File: config.mk
export PLATFORM = sky130hd
export DESIGN_NAME = pfail_guard
export DESIGN_NICKNAME = d
export VERILOG_FILES = /design/src/rtl/pfg_pkg.sv /design/src/rtl/pfg_pgood_filter.sv /design/src/rtl/pfg_delay_timer.sv /design/src/rtl/pfg_strobe_gate.sv /design/src/rtl/pfail_guard.sv
export SDC_FILE = /design/constraint.sdc
export NUM_CORES = 1
export LEC_CHECK = 0
export BUFFER_PORTS_ARGS = -buffer_cell sky130_fd_sc_hd__clkbuf_2
export CELL_PAD_IN_SITES_DETAIL_PLACEMENT = 2
export CELL_PAD_IN_SITES_GLOBAL_PLACEMENT = 2
export CORE_AREA = 2 2 90 92
export DETAILED_ROUTE_END_ITERATION = 10
export DIE_AREA = 0 0 92 94
export PLACE_DENSITY_LB_ADDON = 0.1
export SLEW_MARGIN = 10
export SYNTH_ARGS = -nofsm -noshare
export SYNTH_HDL_FRONTEND = slang
export SYNTH_SLANG_ARGS = --single-unit
File: constraint.sdc
create_clock -name clk -period 3.2 [get_ports clk]
set_clock_uncertainty 0.1 [all_clocks]
set_input_delay 0.96 -clock clk [delete_from_list [all_inputs] [get_ports clk]]
set_output_delay 0.96 -clock clk [all_outputs]
set_load 0.01 [all_outputs]
File: src/rtl/pfg_pkg.sv
package pfg_pkg;

  typedef struct packed {
    logic ce_n;
    logic we_n;
    logic oe_n;
  } strobe_t;

  localparam strobe_t STROBE_IDLE = '{ce_n: 1'b1, we_n: 1'b1, oe_n: 1'b1};

endpackage

File: src/rtl/pfg_pgood_filter.sv
module pfg_pgood_filter #(
  parameter int SYNC_STAGES = 2,
  parameter int DEB_CYC     = 8
) (
  input  logic clk,
  input  logic rst_n,
  input  logic raw,
  output logic pg_good
);
  localparam int DW = $clog2(DEB_CYC + 1);

  logic [SYNC_STAGES-1:0] sync_q;
  logic                   pg_s;
  logic [DW-1:0]          cnt_q, cnt_d;
  logic                   good_q, good_d;

  for (genvar i = 0; i < SYNC_STAGES; i++) begin : g_sync
    if (i == 0) begin : g_first
      always_ff @(posedge clk or negedge rst_n) begin
        if (!rst_n) sync_q[0] <= 1'b0;
        else        sync_q[0] <= raw;
      end
    end else begin : g_next
      always_ff @(posedge clk or negedge rst_n) begin
        if (!rst_n) sync_q[i] <= 1'b0;
        else        sync_q[i] <= sync_q[i-1];
      end
    end
  end

  assign pg_s = sync_q[SYNC_STAGES-1];

  // falling edge acts at once; rising edge needs DEB_CYC steady samples
  always_comb begin
    cnt_d  = cnt_q;
    good_d = good_q;
    if (!pg_s) begin
      cnt_d  = '0;
      good_d = 1'b0;
    end else if (!good_q) begin
      if (cnt_q == DW'(DEB_CYC - 1)) good_d = 1'b1;
      else                           cnt_d  = cnt_q + 1'b1;
    end
  end

  always_ff @(posedge clk or negedge rst_n) begin
    if (!rst_n) begin
      cnt_q  <= '0;
      good_q <= 1'b0;
    end else begin
      cnt_q  <= cnt_d;
      good_q <= good_d;
    end
  end

  assign pg_good = good_q;
endmodule

File: src/rtl/pfg_delay_timer.sv
module pfg_delay_timer #(
  parameter int CYC = 16
) (
  input  logic clk,
  input  logic rst_n,
  input  logic run,
  output logic done
);
  localparam int CW = $clog2(CYC + 1);

  logic [CW-1:0] cnt_q, cnt_d;
  logic          cnt_en;

  assign done   = (cnt_q == CW'(CYC));
  assign cnt_en = !run || !done;

  always_comb begin
    if (!run) cnt_d = '0;
    else      cnt_d = cnt_q + 1'b1;
  end

  always_ff @(posedge clk or negedge rst_n) begin
    if (!rst_n)      cnt_q <= '0;
    else if (cnt_en) cnt_q <= cnt_d;
  end
endmodule

File: src/rtl/pfg_strobe_gate.sv
module pfg_strobe_gate
  import pfg_pkg::*;
(
  input  logic    clk,
  input  logic    rst_n,
  input  logic    unlock,
  input  strobe_t host,
  output strobe_t mem
);
  logic armed_q, armed_d;
  logic pass;

  // re-arm only after the host write strobe is seen released
  always_comb begin
    armed_d = armed_q;
    if (!unlock)       armed_d = 1'b0;
    else if (!armed_q) armed_d = host.we_n;
  end

  always_ff @(posedge clk or negedge rst_n) begin
    if (!rst_n) armed_q <= 1'b0;
    else        armed_q <= armed_d;
  end

  assign pass     = unlock && armed_q;
  assign mem.ce_n = host.ce_n || !pass;
  assign mem.we_n = host.we_n || !pass;
  assign mem.oe_n = host.oe_n;
endmodule

File: src/rtl/pfail_guard.sv
module pfail_guard
  import pfg_pkg::*;
#(
  parameter int SYNC_STAGES = 2,
  parameter int DEB_CYC     = 8,
  parameter int WP_CYC      = 12_500_000,
  parameter int RST_CYC     = 35_000_000
) (
  input  logic clk,
  input  logic rst_n,
  input  logic pwr_ok_raw,
  input  logic host_ce_n,
  input  logic host_we_n,
  input  logic host_oe_n,
  output logic mem_ce_n,
  output logic mem_we_n,
  output logic mem_oe_n,
  output logic cpu_rst_n,
  output logic bat_sel
);
  logic    pg_good;
  logic    wp_done;
  logic    rst_done;
  logic    unlock;
  logic    cpu_rel_q, cpu_rel_d;
  strobe_t host_s, mem_s;

  pfg_pgood_filter #(.SYNC_STAGES(SYNC_STAGES), .DEB_CYC(DEB_CYC)) u_filt (
    .clk(clk), .rst_n(rst_n), .raw(pwr_ok_raw), .pg_good(pg_good)
  );

  pfg_delay_timer #(.CYC(WP_CYC)) u_wp_tmr (
    .clk(clk), .rst_n(rst_n), .run(pg_good), .done(wp_done)
  );

  pfg_delay_timer #(.CYC(RST_CYC)) u_rst_tmr (
    .clk(clk), .rst_n(rst_n), .run(pg_good), .done(rst_done)
  );

  assign unlock = pg_good && wp_done;

  assign host_s = '{ce_n: host_ce_n, we_n: host_we_n, oe_n: host_oe_n};

  pfg_strobe_gate u_gate (
    .clk(clk), .rst_n(rst_n), .unlock(unlock), .host(host_s), .mem(mem_s)
  );

  assign cpu_rel_d = pg_good && rst_done;

  always_ff @(posedge clk or negedge rst_n) begin
    if (!rst_n) cpu_rel_q <= 1'b0;
    else        cpu_rel_q <= cpu_rel_d;
  end

  assign mem_ce_n  = mem_s.ce_n;
  assign mem_we_n  = mem_s.we_n;
  assign mem_oe_n  = mem_s.oe_n;
  assign cpu_rst_n = cpu_rel_q;
  assign bat_sel   = !pg_good;
endmodule

======== Yosys cells after proc, flatten, opt, wreduce, memory -nomap -nowiden ========
Index checks and enable logic that the tools add are counted.
operators by class
  div/mod/pow operators ................... 0
  bitwise operators ....................... 0
  reductions and logical operators ........ 12
  muxes and demuxes ....................... 10
  $mul .................................... 0
  order comparisons ....................... 0
  shift operators ......................... 0
  add/sub/neg operators ................... 3
  equality and inequality tests ........... 5
operators with widths
  operator                                                               count
  26-bit by 1-bit adder with 26-bit output, second input constant        1
  26-bit equality test, second input constant                            1
  26-bit 2-to-1 mux                                                      1
  24-bit by 1-bit adder with 24-bit output, second input constant        1
  24-bit equality test, second input constant                            1
  24-bit 2-to-1 mux                                                      1
  4-bit 2-to-1 mux                                                       3
  1-bit 2-to-1 mux                                                       5
  4-bit by 1-bit adder with 4-bit output, second input constant          1
  4-bit by 3-bit equality test with 1-bit output, second input constant  1
  1-bit logical NOT                                                      4
  1-bit logical OR                                                       4
  2-bit != test, second input constant                                   2
  1-bit logical AND                                                      3
  2-bit AND reduction                                                    1
word-level totals
  latch bits .............................. 0
  RAM bits ................................ 0
  output and inout port bits .............. 5
  flip-flop bits (word level) ............. 59
  input port bits ......................... 6
  memories kept ........................... 0
  memory bits (read-only) ................. 0
  word-level logic and storage cells ...... 38

======== Logic depth before layout (Yosys ltp) ========
Gate-level depths: netlist of the first run.
  depth in word-level cells ............... 5
  depth in mapped cells ................... 8
  depth with buffers taken out ............ 7

======== Cells and area by module ========
A second synthesis of the first run with hierarchy kept.
unflattened totals
  cell total of the unflattened synthesis .. 317
  area total of the unflattened synthesis .. 3124.2 um2
modules (own cells, without submodules)
  module                       times used  seq. area each (um2)  area each (um2)  cells each
  pfg_delay_timer (u_rst_tmr)  1           650.6                 1432.6           145
  pfg_delay_timer (u_wp_tmr)   1           600.6                 1306.3           139
  pfg_pgood_filter             1           175.2                 289.0            24
  pfg_strobe_gate              1           25.0                  55.1             5
  pfail_guard                  1           25.0                  41.3             4

======== Worst setup path after synthesis of the first run ========
Ideal clock, no wire load.
  path type ............................... register -> output
  from .................................... register u_wp_tmr.cnt_q[16]
  to ...................................... output port mem_ce_n
  required time ........................... 2140 ps
  buffers on the path ..................... 0
  arrival time ............................ 1659 ps
  slack ................................... 481 ps
  cell stages (with the launch flop) ...... 5
  cell sequence ........................... dfrtp_1 or4b_1 nor4_4 nand3_1 or2_1
on the way
  longest elaborated chain between the ends .. 5
ends and longest elaborated chain
  item                      RTL line               text
  start: declaration        pfg_delay_timer.sv:11  logic [CW-1:0] cnt_q, cnt_d;
  start signal: assignment  pfg_delay_timer.sv:24  else if (cnt_en) cnt_q <= cnt_d;
  24-bit equality test      pfg_delay_timer.sv:14  assign done = (cnt_q == CW'(CYC));
  1-bit logical AND         pfail_guard.sv:40      assign unlock = pg_good && wp_done;
  1-bit logical AND         pfg_strobe_gate.sv:25  assign pass = unlock && armed_q;
  1-bit logical NOT         pfg_strobe_gate.sv:26  assign mem.ce_n = host.ce_n || !pass;
  1-bit logical OR          pfg_strobe_gate.sv:26
  end: declaration          pfail_guard.sv:15      output logic mem_ce_n,
No other way between the ends.

======== Worst setup path after layout of the first run ========
  from .................................... register u_wp_tmr.cnt_q[9]
  to ...................................... output port mem_we_n
on the way
  longest elaborated chain between the ends .. 5
ends and longest elaborated chain
  item                  RTL line               text
  24-bit equality test  pfg_delay_timer.sv:14
  1-bit logical AND     pfail_guard.sv:40
  1-bit logical AND     pfg_strobe_gate.sv:25
  1-bit logical NOT     pfg_strobe_gate.sv:27  assign mem.we_n = host.we_n || !pass;
  1-bit logical OR      pfg_strobe_gate.sv:27
  end: declaration      pfail_guard.sv:16      output logic mem_we_n,
No other way between the ends.

==> key figures, run 1 <==
Floorplanning
  – Die Width: 92 um
  – Die height: 94 um
  – Boundary Pins: 11
  – Initial core utilization: 0.395
  – Die Area: 0.00865 sq mm
  – CORE AREA: 0.00761 sq mm
  – Std cell rows: 32

Place
  – Routability cong.: 0.715
  – Detailed-placement wirelength estimate: 5030 um
  – Port Buffer Count: 8

Detailed routing
  – Drt pass-1 iters: 4
  – Post-route DRC: 0
  – WL final: 7290 um
  – Starting DRC count in detailed routing: 54
  – Vias: 2291
  – Wire per inst: 17.2 um
  – Mean number of vias per cell: 5.42
  – DRT antenna net count: 0

Global route
  – Initial antenna violation count: 0
  – GR Util All Layers: 0.191
  – Largest net degree at the start of global routing: 51
  – GR Overflow Total: 0
  – Vias in the first global route: 2565
  – First-pass GRT wire length: 12800 um

Worst setup path
  – Crit path DAT: 2.00 ns
  – Critical Path Max Stage Delay: 0.44 ns
  – Worst Path Buf+Inv: 1
  – Crit Path Max Fanout: 5
  – Worst-path cell chain: nor4_2 > nand3_2 > nor4_4 > nand3_1 > or2_1 > clkbuf_2
  – Critical path required time: 2.14 ns
  – Worst setup EP type: output port
  – Setup CP Type: register to output port
  – Crit-path slowest cell: dfrtp_2
  – Top Family by Delay on Critical Path: simple AND/OR/NAND/NOR gates
  – CP Launch Type: register
  – Terminus of the critical flop-to-flop path: u_rst_tmr.cnt_q[1]
  – RR Startpoint: u_rst_tmr.cnt_q[0]
  – Reg2reg path depth: 8
  – FF-to-FF setup slack: 0.89 ns

Power
  – Max IR drop VDD: 0.000194 V
  – Total power density per cell area: 404 mW/mm^2
  – Leak pwr: 1.32 nW

Timing
  – Worst Max-Slew Pin Slew: 0.633 ns
  – Final period utilization: 0.956
  – Max-slew violations: 0
  – Hold Fails Final Rpt: 0
  – Fmax achieved: 0.327 GHz
  – Min cycle time layout: 3.06 ns
  – Final Setup Violations: 0
  – Setup TNS: 0 ns
  – Max transition margin: 0.578

Finish
  – Nets: 328
  – # fillers: 838
  – Layout cells sized above 1: 0.131
  – Finished Core Util: 0.444
  – # diodes: 0
  – Layout area overhead: 12.4%

Synth
  – Post-synthesis register bit count: 59
  – Top_reg_cell synth: dfrtp_1
  – Synth unique cells: 45
  – Netlist Area Pre-Place: 0.00300 sq mm
  – Asr flop ratio synth: 1.00
  – Post-synthesis net count: 311
  – YS warnings: 0
  – Sequential-to-total area share from yosys stat: 0.492
  – EDFF count, synth: 0
  – Syn Area/Cell: 10.0 sq um
  – Synthesized instance count: 300

Clock tree
  – Clk sinks: 59
  – Clock slew seen by the registers of the worst setup and hold paths: 0.06 ns
  – TritonCTS clock tree: yes
  – Clock Latency Late Sink: 0.34 ns
  – Num CTS Buffers: 9
  – Cts hold-fix bufs: 0
  – H-tree depth: 3
  – CTS root buf: clkbuf_8
  – Bufs on Longest Clock Path: 2

Hold path
  – Beginning of the worst hold path: u_filt.sync_q[0]
  – Hold Path End: u_filt.pg_s
  – Hold Crit Class: register to register
  – WHS Path Cells: 0

Run status
  – Status: finished clean

Job
  – Max cap viols: 0
## registers in the layout, summed over array words and instances, names as in the netlist
| register | count |
|---|---|
| u_rst_tmr.cnt_q | 26 |
| u_wp_tmr.cnt_q | 24 |
| u_filt.cnt_q | 4 |
| cpu_rst_n | 1 |
| u_filt.pg_good | 1 |
| u_filt.pg_s | 1 |
| u_filt.sync_q | 1 |
| u_gate.armed_q | 1 |
## synthesized netlist by cell type, types with 7 or more instances
library cell,number,area (sq um)
dfrtp_1,59,1480
o21ai_0,9,45.0
inv_1,7,26.3
xnor2_1,17,149
a21oi_1,13,65.1
nand2_1,16,60.1
or3_1,9,56.3
nand3_1,17,85.1
xor2_1,18,158
nor2_1,39,146
nand4_1,15,93.8
nor3_1,9,45.0
## final cells by class
cell class              instances  area [sq um]  share of cell area
flip-flops and latches         59          1480               0.438
multi-input cells             225          1480               0.438
clock buffers                  12           145              0.0430
well taps                     102           128              0.0378
repair buffers                 14          97.6              0.0289
inverters                       8          30.0             0.00890
clock inverters                 3          15.0             0.00445
## power by group
part           internal (mW)  switching [mW]
combinational        0.00999          0.0221
clock                  0.294           0.283
sequential             0.751         0.00449
## worst max path at each step
stage,cells past startpoint,to,start
3_5_place_dp,5,mem_we_n,u_wp_tmr.cnt_q[16]
3_3_place_gp,5,mem_we_n,u_wp_tmr.cnt_q[16]
5_1_grt,6,mem_ce_n,u_wp_tmr.cnt_q[15]
2_1_floorplan,4,mem_ce_n,u_wp_tmr.cnt_q[16]
4_1_cts,6,mem_we_n,u_wp_tmr.cnt_q[15]
6_report,6,mem_we_n,u_wp_tmr.cnt_q[9]
## placed cells by master, fill, tap and decap left out, types with 6 or more instances in the layout
cell type  netlist  routed
nand3_1         17      16
or3_1            9       9
and4_1           6       6
clkbuf_2         0       8
dfrtp_1         59      56
o21ai_0          9       9
nor2_1          39      39
inv_1            7       7
nand2_1         16      16
nand4_1         15      15
nor3_1           9       9
clkbuf_8         0      10
xor2_1          18      18
and3_1           6       6
a21oi_1         13      13
xnor2_1         17      17
## layer usage
metal / GRT usage / vias up / part of all wire
li1: - / 1095 / -
met1: 0.224 / 1165 / 0.43
met2: 0.345 / 19 / 0.52
met3: 0.0490 / 12 / 0.021
met4: 0.0597 / 0 / 0.020
met5: 0 / - / 0
## cells by family after synthesis
group / after synthesis / share of synthesized area
adders and majority gates: 5 / 0.0208
xor gates and xnor gates: 35 / 0.102
and+or+nand+nor: 151 / 0.292
AOI/OAI and AO/OA: 31 / 0.0596
muxes: 3 / 0.0100
buffers and inverters: 16 / 0.0242
DFF: 59 / 0.492
## through the flow
step	power, mW	setup WS (ns)	cell area [sq um]	cells	hold slack (ns)
6_report	1.36	0.141	3380	423	0.261
5_1_grt	1.43	-0.00466	3380	423	0.275
2_1_floorplan	0.779	0.481	3000	300	0.231
4_1_cts	1.39	0.0145	3340	422	0.266
3_3_place_gp	0.802	0.416	3180	407	0.234
3_5_place_dp	0.804	0.393	3180	407	0.242
## what timing repair did
item	CTS	global route
setup endpoints to repair	0	2
gates resized for setup	0	7
buffers inserted	0	1
No activity file was read; power rests on OpenSTA's default activity.
==> run 2, diff against run 1 <==
- ABC_AREA: unset -> 1
- CORE_AREA: 2 2 90 92 -> 2 2 105 107
- DIE_AREA: 0 0 92 94 -> 0 0 107 109
==> run 2 against run 1 <==
  * Power rose by 3.9%
  * Global-route usage up 3.5 points
  * Sequential power barely moved
  * Register-to-register slack better by 0.39 ns
  * Utilization fell by 7.0 points
  * Routed wire length increased by 63%
==> key figures, run 2 <==
Run status
  – Status: finished clean (unchanged)

Clock tree
  – Bufs on Longest Clock Path: 2 (unchanged)
  – Clock slew seen by the registers of the worst setup and hold paths: 0.07 ns (was 0.06 ns)
  – Post-CTS Setup Bufs: 0 (unchanged)
  – Post_cts resized: 0 (unchanged)
  – Cts hold-fix bufs: 0 (unchanged)
  – CTS root buf: clkbuf_8 (unchanged)
  – Clk sinks: 59 (unchanged)
  – TritonCTS clock tree: yes (unchanged)
  – H-tree depth: 3 (unchanged)
  – Num CTS Buffers: 9 (unchanged)
  – Clock Latency Late Sink: 0.36 ns (was 0.34 ns)

Finish
  – Commonest non-fill, non-tap cells in the layout: nand2_1, nor2_1, dfrtp_1, inv_1, nand3_1 (was dfrtp_1, nor2_1, xor2_1, xnor2_1)
  – Largest Register: u_rst_tmr.cnt_q (unchanged)
  – Commonest non-fill, non-tap cell in the layout: nand2_1 (was dfrtp_1)
  – Layout cells sized above 1: 0.0902 (was 0.131)
  – Nets: 551 (was 328)
  – Finished Core Util: 0.373 (was 0.444)
  – Layout area overhead: 10.6% (was 12.4%)
  – # diodes: 0 (unchanged)
  – Max FFs per register: 26 (unchanged)
  – Top flop regs: u_rst_tmr.cnt_q (26), u_wp_tmr.cnt_q (24), u_filt.cnt_q (4) (unchanged)

Global route
  – GR Util met3: 0.0311 (was 0.0490)
  – Initial antenna violation count: 0 (unchanged)
  – Routing usage on met2: 0.430 (was 0.345)
  – GR Util All Layers: 0.226 (was 0.191)
  – Largest net degree at the start of global routing: 60 (was 51)
  – First-pass GRT wire length: 19900 um (was 12800 um)
  – GR Overflow Total: 0 (unchanged)
  – Grt met1 use: 0.251 (was 0.224)
  – Gr busiest metal: met2 (unchanged)
  – Vias in the first global route: 3860 (was 2565)

Place
  – Port Buffer Count: 8 (unchanged)
  – Routability cong.: 0.852 (was 0.715)
  – Pre-CTS WS: 0.639 ns (was 0.393 ns)
  – Detailed-placement wirelength estimate: 9250 um (was 5030 um)

Worst setup path
  – Setup CP Type: register to output port (unchanged)
  – Worst Path Buf+Inv: 1 (unchanged)
  – Worst setup EP type: output port (unchanged)
  – CP Launch Type: register (unchanged)
  – Crit Path Max Fanout: 5 (unchanged)
  – Crit-path slowest cell: dfrtp_1 (was dfrtp_2)
  – Worst-path cell chain: nor2_1 > nand2_1 > nor2_1 > nand3b_1 > nor2_1 > nand3_1 > clkbuf_2 (was nor4_2 > nand3_2 > nor4_4 > nand3_1 > or2_1 > clkbuf_2)
  – Top Family by Delay on Critical Path: simple AND/OR/NAND/NOR gates (unchanged)
  – Most common cell on crit path: nor2_1
  – Critical Path Max Stage Delay: 0.42 ns (was 0.44 ns)
  – Critical path required time: 2.14 ns (about the same)
  – Crit path DAT: 1.87 ns (was 2.00 ns)

Synth
  – YS warnings: 0 (unchanged)
  – Top area cells in the synthesized netlist: dfrtp_1, nand2_1, nor2_1, nand3_1, inv_1 (was dfrtp_1, xor2_1, xnor2_1, nor2_1, nand4_1)
  – Post-synthesis register bit count: 59 (unchanged)
  – Most frequent cell after synthesis: nand2_1 (was dfrtp_1)
  – Asr flop ratio synth: 1.00 (unchanged)
  – EDFF count, synth: 0 (unchanged)
  – Post-synth top cells: nand2_1, nor2_1, dfrtp_1 (was dfrtp_1, nor2_1, xor2_1)
  – Post-synth top area share: 0.413 (was 0.492)
  – Post-synth top area cell: dfrtp_1 (unchanged)
  – Sequential-to-total area share from yosys stat: 0.413 (was 0.492)
  – Top_reg_cell synth: dfrtp_1 (unchanged)
  – Syn Area/Cell: 6.83 sq um (was 10.0 sq um)
  – Synthesized instance count: 524 (was 300)
  – Post-synthesis net count: 535 (was 311)
  – Synth unique cells: 23 (was 45)
  – Netlist Area Pre-Place: 0.00358 sq mm (was 0.00300 sq mm)

Floorplanning
  – Die Area: 0.0117 sq mm (was 0.00865 sq mm)
  – Die Width: 107 um (was 92 um)
  – Boundary Pins: 11 (unchanged)
  – Initial core utilization: 0.337 (was 0.395)
  – CORE AREA: 0.0106 sq mm (was 0.00761 sq mm)
  – Std cell rows: 38 (was 32)
  – Die height: 109 um (was 94 um)

Detailed routing
  – Post-route DRC: 0 (unchanged)
  – Mean number of vias per cell: 5.08 (was 5.42)
  – Wire per inst: 17.4 um (was 17.2 um)
  – WL final: 11900 um (was 7290 um)
  – Drt pass-1 iters: 4 (unchanged)
  – Vias: 3470 (was 2291)
  – Starting DRC count in detailed routing: 122 (was 54)
  – DRT antenna net count: 0 (unchanged)

Power
  – Total power density per cell area: 358 mW/mm^2 (was 404 mW/mm^2)
  – Power Total: 1.42 mW (was 1.36 mW)
  – Leak pwr: 1.56 nW (was 1.32 nW)
  – Max IR drop VDD: 0.000181 V (was 0.000194 V)

Timing
  – Setup TNS: 0 ns (unchanged)
  – Worst Max-Slew Pin Slew: 0.818 ns (was 0.633 ns)
  – Max transition margin: 0.455 (was 0.578)
  – Final hold slack: 0.250 ns (was 0.261 ns)
  – Min cycle time layout: 2.93 ns (was 3.06 ns)
  – Worst setup margin: 0.268 ns (was 0.141 ns)
  – Final period utilization: 0.916 (was 0.956)
  – Max-slew violations: 0 (unchanged)
  – Final Setup Violations: 0 (unchanged)
  – Hold Fails Final Rpt: 0 (unchanged)
  – RSZ-0062 raised after global routing: false
  – Fmax achieved: 0.341 GHz (was 0.327 GHz)

Job
  – Max cap viols: 0 (unchanged)

Hold path
  – Hold Crit Class: register to register (unchanged)
-- run 2: logic make-up after synthesis --
kind of cell / count (synthesis) / synth area share
buffers and inverters: 59 / 0.0633
adder cells (fa/ha/maj): 5 / 0.0175
AND/OR/NAND/NOR: 350 / 0.419
XOR/XNOR: 15 / 0.0367
flip-flops: 59 / 0.413
AO/OA/AOI/OAI: 36 / 0.0504
-- run 2: report_power, final --
group          internal, mW  switching (mW)  total, mW
logic               0.00701          0.0237     0.0307
registers             0.750         0.00529      0.756
clock network         0.311           0.321      0.631
total                  1.07           0.350       1.42
-- run 2: final timing paths --
path                                   startpoint                  end  slack [ns]  cells after the start
worst max-delay path            u_wp_tmr.cnt_q[6]             mem_ce_n        0.27                      7
worst min-delay path             u_filt.sync_q[0]          u_filt.pg_s        0.25                      0
worst max register to register  u_wp_tmr.cnt_q[0]   u_wp_tmr.cnt_q[16]        1.28                      7
worst min register to register   u_filt.sync_q[0]          u_filt.pg_s        0.25                      0
max in group asynchronous                   rst_n  u_rst_tmr.cnt_q[10]        1.79                      2
min in group asynchronous                   rst_n  u_rst_tmr.cnt_q[15]        0.68                      2
-- run 2: cell type report --
cell class,count,area [sq um]
Fill cell,1330,6650
Multi-Input combinational cell,406,1870
Sequential cell,59,1480
Inverter,52,195
Tap cell,140,175
Clock buffer,11,151
Timing Repair Buffer,12,70.1
Clock inverter,3,15.0
-- run 2: metal layers --
metal	part of all wire	vias up	routed length, um
li1	-	1679	-
met1	0.42	1738	4980
met2	0.54	31	6390
met3	0.015	22	177
met4	0.027	0	320
met5	0	-	0
-- run 2: stage by stage --
| stage | cell area [sq um] | std cells |
|---|---|---|
| 6_report | 3960 | 683 |
| 5_1_grt | 3960 | 683 |
| 4_1_cts | 3960 | 683 |
| 3_5_place_dp | 3790 | 669 |
| 3_3_place_gp | 3790 | 669 |
| 2_1_floorplan | 3580 | 524 |
